$ cat config.mk
export PLATFORM = sky130hd
export DESIGN_NAME = agu_core
export DESIGN_NICKNAME = d
export VERILOG_FILES = /design/src/rtl/agu_pkg.sv /design/src/rtl/agu_disp_ext.sv /design/src/rtl/agu_scale.sv /design/src/rtl/agu_stack.sv /design/src/rtl/agu_core.sv
export SDC_FILE = /design/constraint.sdc
export NUM_CORES = 1
export LEC_CHECK = 0
export BUFFER_PORTS_ARGS = -buffer_cell sky130_fd_sc_hd__buf_2
export CORE_MARGIN = 3
export CORE_UTILIZATION = 50
export DETAILED_ROUTE_END_ITERATION = 7
export GPL_TIMING_DRIVEN = 0
export PLACE_DENSITY = 0.84
export SLEW_MARGIN = 20
export SYNTH_ARGS = -nofsm -noshare
export SYNTH_HDL_FRONTEND = slang
export SYNTH_SLANG_ARGS = --single-unit
$ cat constraint.sdc
create_clock -name clk -period 9.35 [get_ports clk]
set_input_delay 0.935 -clock clk [delete_from_list [all_inputs] [get_ports clk]]
set_output_delay 0.935 -clock clk [all_outputs]
set_load 0.01 [all_outputs]
$ cat src/rtl/agu_pkg.sv
package agu_pkg;

    typedef enum logic [1:0] {
        OP_EA   = 2'd0,
        OP_PUSH = 2'd1,
        OP_POP  = 2'd2,
        OP_EA2  = 2'd3
    } agu_op_e;

    typedef enum logic [1:0] {
        DSZ_NONE = 2'd0,
        DSZ_BYTE = 2'd1,
        DSZ_HALF = 2'd2,
        DSZ_FULL = 2'd3
    } agu_dsz_e;

    typedef enum logic {
        ST_IDLE   = 1'b0,
        ST_RESULT = 1'b1
    } agu_state_e;

    localparam int BYTE_W = 8;
    localparam int HALF_W = 16;

endpackage

$ cat src/rtl/agu_disp_ext.sv
module agu_disp_ext
    import agu_pkg::*;
#(
    parameter int AW = 32
) (
    input  logic [AW-1:0] raw_i,
    input  agu_dsz_e      size_i,
    output logic [AW-1:0] ext_o
);
    localparam int PAD_B = AW - BYTE_W;
    localparam int PAD_H = AW - HALF_W;

    always_comb begin
        unique case (size_i)
            DSZ_NONE: ext_o = '0;
            DSZ_BYTE: ext_o = {{PAD_B{raw_i[BYTE_W-1]}}, raw_i[BYTE_W-1:0]};
            DSZ_HALF: ext_o = {{PAD_H{raw_i[HALF_W-1]}}, raw_i[HALF_W-1:0]};
            DSZ_FULL: ext_o = raw_i;
        endcase
    end
endmodule

$ cat src/rtl/agu_scale.sv
module agu_scale #(
    parameter int AW = 32,
    parameter int SW = 2
) (
    input  logic [AW-1:0] idx_i,
    input  logic          en_i,
    input  logic [SW-1:0] sel_i,
    output logic [AW-1:0] term_o
);
    localparam int NSC = 1 << SW;

    logic [AW-1:0] cand [NSC];

    for (genvar g = 0; g < NSC; g++) begin : g_shift
        assign cand[g] = idx_i << g;
    end

    always_comb begin
        term_o = en_i ? cand[sel_i] : '0;
    end
endmodule

$ cat src/rtl/agu_stack.sv
module agu_stack
    import agu_pkg::*;
#(
    parameter int AW   = 32,
    parameter int STEP = 4
) (
    input  logic [AW-1:0] sp_i,
    input  agu_op_e       op_i,
    output logic [AW-1:0] addr_o,
    output logic [AW-1:0] sp_next_o
);
    localparam logic [AW-1:0] STEP_V = AW'(STEP);

    logic [AW-1:0] sp_dec;
    logic [AW-1:0] sp_inc;

    assign sp_dec = sp_i - STEP_V;
    assign sp_inc = sp_i + STEP_V;

    always_comb begin
        unique case (op_i)
            OP_PUSH: begin
                addr_o    = sp_dec;
                sp_next_o = sp_dec;
            end
            OP_POP: begin
                addr_o    = sp_i;
                sp_next_o = sp_inc;
            end
            default: begin
                addr_o    = '0;
                sp_next_o = sp_i;
            end
        endcase
    end
endmodule

$ cat src/rtl/agu_core.sv
module agu_core
    import agu_pkg::*;
#(
    parameter int AW      = 32,
    parameter int SCALE_W = 2,
    parameter int SP_STEP = 4
) (
    input  logic          clk,
    input  logic          rst_n,
    input  logic          req_i,
    input  logic [1:0]    op_i,
    input  logic          base_en_i,
    input  logic [AW-1:0] base_i,
    input  logic          index_en_i,
    input  logic [AW-1:0] index_i,
    input  logic [SCALE_W-1:0] scale_i,
    input  logic [1:0]    disp_sz_i,
    input  logic [AW-1:0] disp_i,
    input  logic [AW-1:0] sp_i,
    output logic [AW-1:0] addr_o,
    output logic          valid_o,
    output logic [AW-1:0] sp_o
);
    localparam logic [AW-1:0] STEP_V = AW'(SP_STEP);

    agu_op_e    op;
    agu_dsz_e   dsz;
    agu_state_e state_q, state_d;

    logic [AW-1:0] base_term;
    logic [AW-1:0] index_term;
    logic [AW-1:0] disp_term;
    logic [AW-1:0] ea_sum;
    logic [AW-1:0] stk_addr;
    logic [AW-1:0] stk_sp;
    logic [AW-1:0] addr_d;
    logic [AW-1:0] sp_d;
    logic          is_stack;

    assign op  = agu_op_e'(op_i);
    assign dsz = agu_dsz_e'(disp_sz_i);

    agu_disp_ext #(.AW(AW)) u_disp (
        .raw_i  (disp_i),
        .size_i (dsz),
        .ext_o  (disp_term)
    );

    agu_scale #(.AW(AW), .SW(SCALE_W)) u_scale (
        .idx_i  (index_i),
        .en_i   (index_en_i),
        .sel_i  (scale_i),
        .term_o (index_term)
    );

    agu_stack #(.AW(AW), .STEP(SP_STEP)) u_stack (
        .sp_i      (sp_i),
        .op_i      (op),
        .addr_o    (stk_addr),
        .sp_next_o (stk_sp)
    );

    assign base_term = base_en_i ? base_i : '0;
    assign ea_sum    = base_term + index_term + disp_term;
    assign is_stack  = (op == OP_PUSH) || (op == OP_POP);

    always_comb begin
        addr_d = is_stack ? stk_addr : ea_sum;
        sp_d   = stk_sp;
    end

    // next-state: T_ACCEPT, T_STREAM, T_DRAIN, T_WAIT
    always_comb begin
        state_d = state_q;
        unique case (state_q)
            ST_IDLE:   state_d = req_i ? ST_RESULT : ST_IDLE;
            ST_RESULT: state_d = req_i ? ST_RESULT : ST_IDLE;
        endcase
    end

    always_ff @(posedge clk) begin
        if (!rst_n) state_q <= ST_IDLE;
        else        state_q <= state_d;
    end

    // registered data outputs, loaded on every accepted request
    always_ff @(posedge clk) begin
        if (!rst_n) begin
            addr_o <= '0;
            sp_o   <= '0;
        end else if (req_i) begin
            addr_o <= addr_d;
            sp_o   <= sp_d;
        end
    end

    always_comb begin
        valid_o = (state_q == ST_RESULT);
    end

    // a request is followed by valid, no request by no valid
    a_r2_valid_after_req: assert property (@(posedge clk) disable iff (!rst_n)
        req_i |=> valid_o);
    a_r2_no_spurious_valid: assert property (@(posedge clk) disable iff (!rst_n)
        !req_i |=> !valid_o);

    // push returns matching address and pointer, one step below input
    a_r7_push_sp: assert property (@(posedge clk) disable iff (!rst_n)
        (req_i && op_i == 2'd1) |=> (addr_o == sp_o) && (sp_o == $past(sp_i) - STEP_V));

    // pop loads at the old pointer and moves it up one step
    a_r8_pop_sp: assert property (@(posedge clk) disable iff (!rst_n)
        (req_i && op_i == 2'd2) |=> (addr_o == $past(sp_i)) && (sp_o == $past(sp_i) + STEP_V));

    // address forms leave the stack pointer as supplied
    a_r9_sp_kept: assert property (@(posedge clk) disable iff (!rst_n)
        (req_i && (op_i == 2'd0 || op_i == 2'd3)) |=> sp_o == $past(sp_i));

    // outputs hold without a request
    a_r10_hold: assert property (@(posedge clk) disable iff (!rst_n)
        !req_i |=> $stable(addr_o) && $stable(sp_o));

    // with every term off and no displacement the address is zero
    a_r6_all_off: assert property (@(posedge clk) disable iff (!rst_n)
        (req_i && op_i == 2'd0 && !base_en_i && !index_en_i && disp_sz_i == 2'd0) |=> addr_o == '0);

endmodule

==> results of run 1 <==
## path summary, 6_finish.rpt
path              slack (ps)        from  cells after the start         end
setup reg to reg        8260  addr_o[31]                      4  addr_o[31]
setup / recovery        3570  scale_i[0]                     16  addr_o[29]
hold / removal           480    sp_o[16]                      2    sp_o[16]
hold reg to reg          480    sp_o[16]                      2    sp_o[16]
## layout by cell type (no fill, tap or decap), drive strengths merged, types with 34 or more instances in the layout
cell / Yosys / layout
buf: 14 / 199
nand2: 174 / 174
a21oi: 117 / 117
o21ai: 98 / 98
clkbuf: 88 / 97
nor2: 95 / 95
inv: 76 / 78
dfxtp: 65 / 65
nand3: 57 / 57
mux2i: 40 / 40
nor3: 36 / 36
ha: 34 / 34
## cell families after synthesis
kind of cell / count (synthesis) / synth area share
buffers and inverters: 182 / 0.0845
muxes: 56 / 0.0754
and+or+nand+nor: 448 / 0.254
AOI/OAI and AO/OA: 363 / 0.270
adders and majority gates: 66 / 0.129
xor gates and xnor gates: 28 / 0.0312
DFF: 65 / 0.157
## layout make-up
class | count | area, sq um | area share
well taps | 216 | 270 | 0.0277
clock inverters | 7 | 53.8 | 0.00551
multi-input cells | 961 | 6290 | 0.644
plain buffers | 102 | 400 | 0.0410
inverters | 80 | 300 | 0.0307
clock buffers | 9 | 225 | 0.0231
repair buffers | 185 | 926 | 0.0948
flip-flops and latches | 65 | 1300 | 0.133
## metal layers
layer,vias to the layer above,part of all wire,GRT usage
li1,4682,-,-
met1,4463,0.41,0.443
met2,557,0.45,0.513
met3,98,0.095,0.0641
met4,0,0.045,0.150
met5,-,0,0
## registers in the layout (all words and copies together), names as in the netlist
signal,cells
valid_o,1
sp_o,32
addr_o,32
## worst max-delay path, stage by stage
cell,delay [ps]
clkbuf_1,320
buf_1,570
clkbuf_1,600
nand3b_1,190
o21ai_0,90
nand2_1,130
fa_1,470
fa_1,480
nor2b_1,200
o2111ai_1,210
a2111o_1,480
a31oi_1,340
a21oi_1,180
o21a_1,270
a2111oi_0,410
a211oi_1,110
## power by group through the flow
stage,registers (W),logic [W],clock network (W)
3_3_place_gp,0.000327,0.000610,0
3_5_place_dp,0.000328,0.000618,0
2_1_floorplan,0.000336,0.000422,0
5_1_grt,0.000324,0.000706,0.000339
4_1_cts,0.000322,0.000623,0.000328
6_report,0.000322,0.000633,0.000331
## through the flow
| stage | total power (W) | instances | worst slack, ps | utilization |
|---|---|---|---|---|
| after detailed placement | 0.000946 | 1609 | 3260 | 0.591 |
| after global placement | 0.000937 | 1609 | 3310 | 0.591 |
| after floorplan | 0.000758 | 1208 | 4150 | - |
| final | 0.00129 | 1625 | 3570 | 0.608 |
| after global routing | 0.00137 | 1625 | 3220 | 0.608 |
| after CTS | 0.00127 | 1625 | 3610 | 0.608 |
==> out/qor.yml, run 1 <==
status: "finished, final reports clean"
worst_slew_pin_slew_ps: 814
swShare: 0.433
drt-pass1-iter-count: 6
synth_area_leaders: "dfxtp_1, nand2_1, fa_1"
clkPwrFrac: 0.257
hpwl_mm: 24.2
die_x_um: 135
grt_usage: 0.329
die_area_sq_um: 18200
syn_to_final_growth_pct: 17.8
synth_cells: 1208
arrival_ps: 5990
grt_pass1_wl_mm: 47.8
yosysSeqAreaShare: 0.157
synth_edf_count: 0
path_class: "in2reg"
rows: 46
grt_pass1_vias: 9003
maxSlewViolCount: 0
finalWirelength_mm: 30.7
end_kind: "flop"
synth_top_area_frac: 0.157
cts-root-buf: "clkbuf_16"
path_clk_slew_ps: 60
cp-start-kind: "primary input"
worstPathRequired_ps: 9560
finalSetupViolations: 0
cts_tree: "done"
synthArstFlopShare: 0
postCtsResizedCells: 0
hold_violations: 0
io_pins: 204
start_util: 0.517
p_int_w: 0.000729
drive_gt1_frac: 0.171
syn_avg_cell_area_sq_um: 6.87
port_buffers: 185
holdWs_ps: 480
switching_power_w: 0.000556
stdcell_area_sq_um: 9770
seq_power_share: 0.251
leakage_nw: 4.37
via_count: 9800
core-area_sq_um: 16100
holdBufCountCts: 0
numCtsBuffers: 9
synth_top_cell_by_area: "dfxtp_1"
synthesis.nets: 1413
ant_nets: 0
place_area_sq_um: 9490
yosysMostFrequentCell: "nand2_1"
place.gp.congestion: 0.993
antenna_found_initial: 0
p_comb_frac: 0.492
ys.flop_type: "dfxtp_1"
ys_ff_latch: 65
nFillCells: 1536
wl_per_cell_um: 18.9
final_nets: 1609
cts.path.max_buffers: 2
fin_crit_ps: 5780
die_h_um: 135
htree_levels: 3
drc_errors: 0
drt_iter0_markers: 1165
fin_skew_ps: 0
grt_max_degree: 14
fin_setup_tns_ps: 0
cts_sinks: 65
ir_drop_uv: 77.9
min_path_type: "reg2reg"
grt_overflow_total: 0
finalCritPeriodShare: 0.619
drt-vias-per-instance: 6.03
pwr_density_cell_nw_per_um2: 132
rsz0062_at_grt: "false"
yosysWarnings: 0
insertion_delay_ps: 340
diodes: 0
yosys-top-cells-count: "nand2_1, a21oi_1, o21ai_0"
crit_fanout: 10
synthDistinctLibCells: 73
post-cts-setup-buffers: 0
syn_area_sq_um: 8300
max_cap_violations: 0
maxSlewHeadroom: 0.455
clock.fmax_mhz: 173
Power figures use the tool's default switching activity.
==> inputs of run 2 (changes only) <==
--- a/config.mk
+++ b/config.mk
@@ -10,7 +10,7 @@
 export CORE_UTILIZATION = 50
 export DETAILED_ROUTE_END_ITERATION = 7
 export GPL_TIMING_DRIVEN = 0
-export PLACE_DENSITY = 0.84
+export PLACE_DENSITY = 0.87
 export SLEW_MARGIN = 20
 export SYNTH_ARGS = -nofsm -noshare
 export SYNTH_HDL_FRONTEND = slang
==> constraint.sdc (replaced) <==
create_clock -name clk -period 4.9 [get_ports clk]
set_input_delay 0.49 -clock clk [delete_from_list [all_inputs] [get_ports clk]]
set_output_delay 0.49 -clock clk [all_outputs]
set_load 0.01 [all_outputs]
==> out/qor.yml, run 2 (same netlist as run 1, synthesis figures left out) <==
status: "finished, final reports clean"
insertion_delay_ps: 340  # about the same
crit_fanout: 10  # unchanged
end_kind: "flop"
cts_tree: "done"
die_x_um: 135  # unchanged
maxSlewViolCount: 0  # unchanged
wl_per_cell_um: 19.0  # +0.71%
p_int_w: 0.00144  # +98%
grt_pass1_wl_mm: 48.0  # +0.58%
ant_nets: 0  # unchanged
path_buf_inv: 5  # +2
cts.path.max_buffers: 2  # unchanged
cts_sinks: 65  # unchanged
worst_slew_pin_slew_ps: 813  # -1.06 ps
io_pins: 204  # unchanged
worstPathRequired_ps: 5100  # -4460 ps
dp_cells: 1609  # unchanged
path_delay_family: "compound AO/OA/AOI/OAI gates"
rows: 46  # unchanged
port_buffers: 185  # unchanged
switching_power_w: 0.00105  # +88%
cts-root-buf: "clkbuf_16"
reg2regPathDepth: 4  # unchanged
start_util: 0.517  # unchanged
arrival_ps: 4900  # -1090 ps
final_common_cell: "buf_2"
p_comb_frac: 0.488  # -0.004
drive_gt1_frac: 0.177  # +0.00614
antenna_found_initial: 0  # unchanged
finalSetupViolations: 0  # unchanged
clock.fmax_mhz: 213
drt-pass1-iter-count: 8  # +2
grt_overflow_total: 0  # unchanged
die_h_um: 135  # unchanged
seq_power_share: 0.248  # -0.003
max_cap_violations: 0  # unchanged
grt_max_degree: 13  # -1
pwr_density_cell_nw_per_um2: 253  # +93%
cp.depth: 17  # +1
die_area_sq_um: 18200  # unchanged
path_cells: "clkbuf_1 > clkinvlp_4 > clkbuf_2 > nand3_1 > fa_1 > inv_1 > ha_1 > inv_1 > fa_1 > nor2b_1 > o2111ai_1 > a2111o_1 > a31oi_2 > a21oi_1 > o21a_1 > a2111oi_0 > a211oi_1"
path_class: "in2reg"
hold_depth: 3  # +1
diodes: 0  # unchanged
fin_setup_tns_ps: 0  # unchanged
numCtsBuffers: 9  # unchanged
fin_crit_ps: 4700
swShare: 0.420  # -0.0125
min_path_type: "in2reg"
core-area_sq_um: 16100  # unchanged
finalWirelength_mm: 30.9  # +0.83%
hold_violations: 0  # unchanged
slowest_delay_ps: 520  # -80 ps
finalCritPeriodShare: 0.959
place_area_sq_um: 9490  # unchanged
final_cell_mix: "buf_2, nand2_1, a21oi_1"
maxSlewHeadroom: 0.456  # +0.000708
syn_to_final_growth_pct: 18.4
drc_errors: 0  # unchanged
htree_levels: 3  # unchanged
drt-vias-per-instance: 6.06  # +0.51%
fin_skew_ps: 0  # unchanged
leakage_nw: 4.41  # +0.85%
drt_iter0_markers: 1216  # +4.4%
stdcell_area_sq_um: 9820  # +0.54%
path_clk_slew_ps: 60  # about the same
clkPwrFrac: 0.264  # +0.007
cp-start-kind: "primary input"
layout.cells.non_filler: 1627  # +0.12%
grt_pass1_vias: 9230  # +2.5%
ir_drop_uv: 155  # +100%
hpwl_mm: 24.4  # +0.84%
cpMaxStageDelayCell: "a2111o_1"
grt_usage: 0.330  # +0.000889
place.gp.congestion: 1.01  # +1.4%
final_nets: 1611  # +0.12%
via_count: 9862  # +0.63%
-- run 2: worst paths after layout --
check / start / to / slack, ps
worst max-delay path: scale_i[1] / addr_o[29] / 200
worst min-delay path: sp_i[1] / sp_o[1] / 400
worst max register to register: addr_o[31] / addr_o[31] / 3820
worst min register to register: sp_o[16] / sp_o[16] / 480
-- run 2: final cells by class --
type	instances	area, sq um
Inverter	80	304
Clock buffer	10	229
Buffer	102	410
Tap cell	216	270
Clock inverter	6	67.6
Sequential cell	65	1300
Timing Repair Buffer	187	941
Multi-Input combinational cell	961	6300
Fill cell	1529	6230
-- run 2: worst min-delay path, delay by kind of cell --
kind	cells	cell delay, ps
buf+inv	1	90
simple gates	1	70
mux	1	60
-- run 2: power by group through the flow --
stage               combinational (W)  clock, W  sequential [W]
CTS                           0.00119  0.000658        0.000614
global route                  0.00135  0.000682        0.000618
finish                        0.00122  0.000657        0.000616
global placement              0.00116         0        0.000624
detailed placement            0.00118         0        0.000625
floorplan                    0.000806         0        0.000641
-- run 2: per-layer routing --
metal	up-vias	wire length, um	GRT usage
met5	-	0	0
met1	4458	12800	0.442
met3	113	2930	0.0503
li1	4687	-	-
met4	0	1450	0.144
met2	604	13700	0.531
-- run 2: timing repair --
item                                    4_1_cts  5_1_grt
setup buffers                                 0        2
gates resized for setup                       2       10
pin swaps                                     0        0
hold buffers                                  0        0
endpoints found under the setup margin        7        5
cloned                                        0        0
-- run 2: through the flow --
step / util / power, W / worst slack [ps] / hold WS, ps
2_1_floorplan: - / 0.00145 / 148 / 502
3_5_place_dp: 0.591 / 0.00180 / -771 / 477
3_3_place_gp: 0.591 / 0.00178 / -667 / 470
5_1_grt: 0.612 / 0.00265 / -5.63 / 419
6_report: 0.612 / 0.00249 / 200 / 400
4_1_cts: 0.610 / 0.00246 / 53.9 / 397
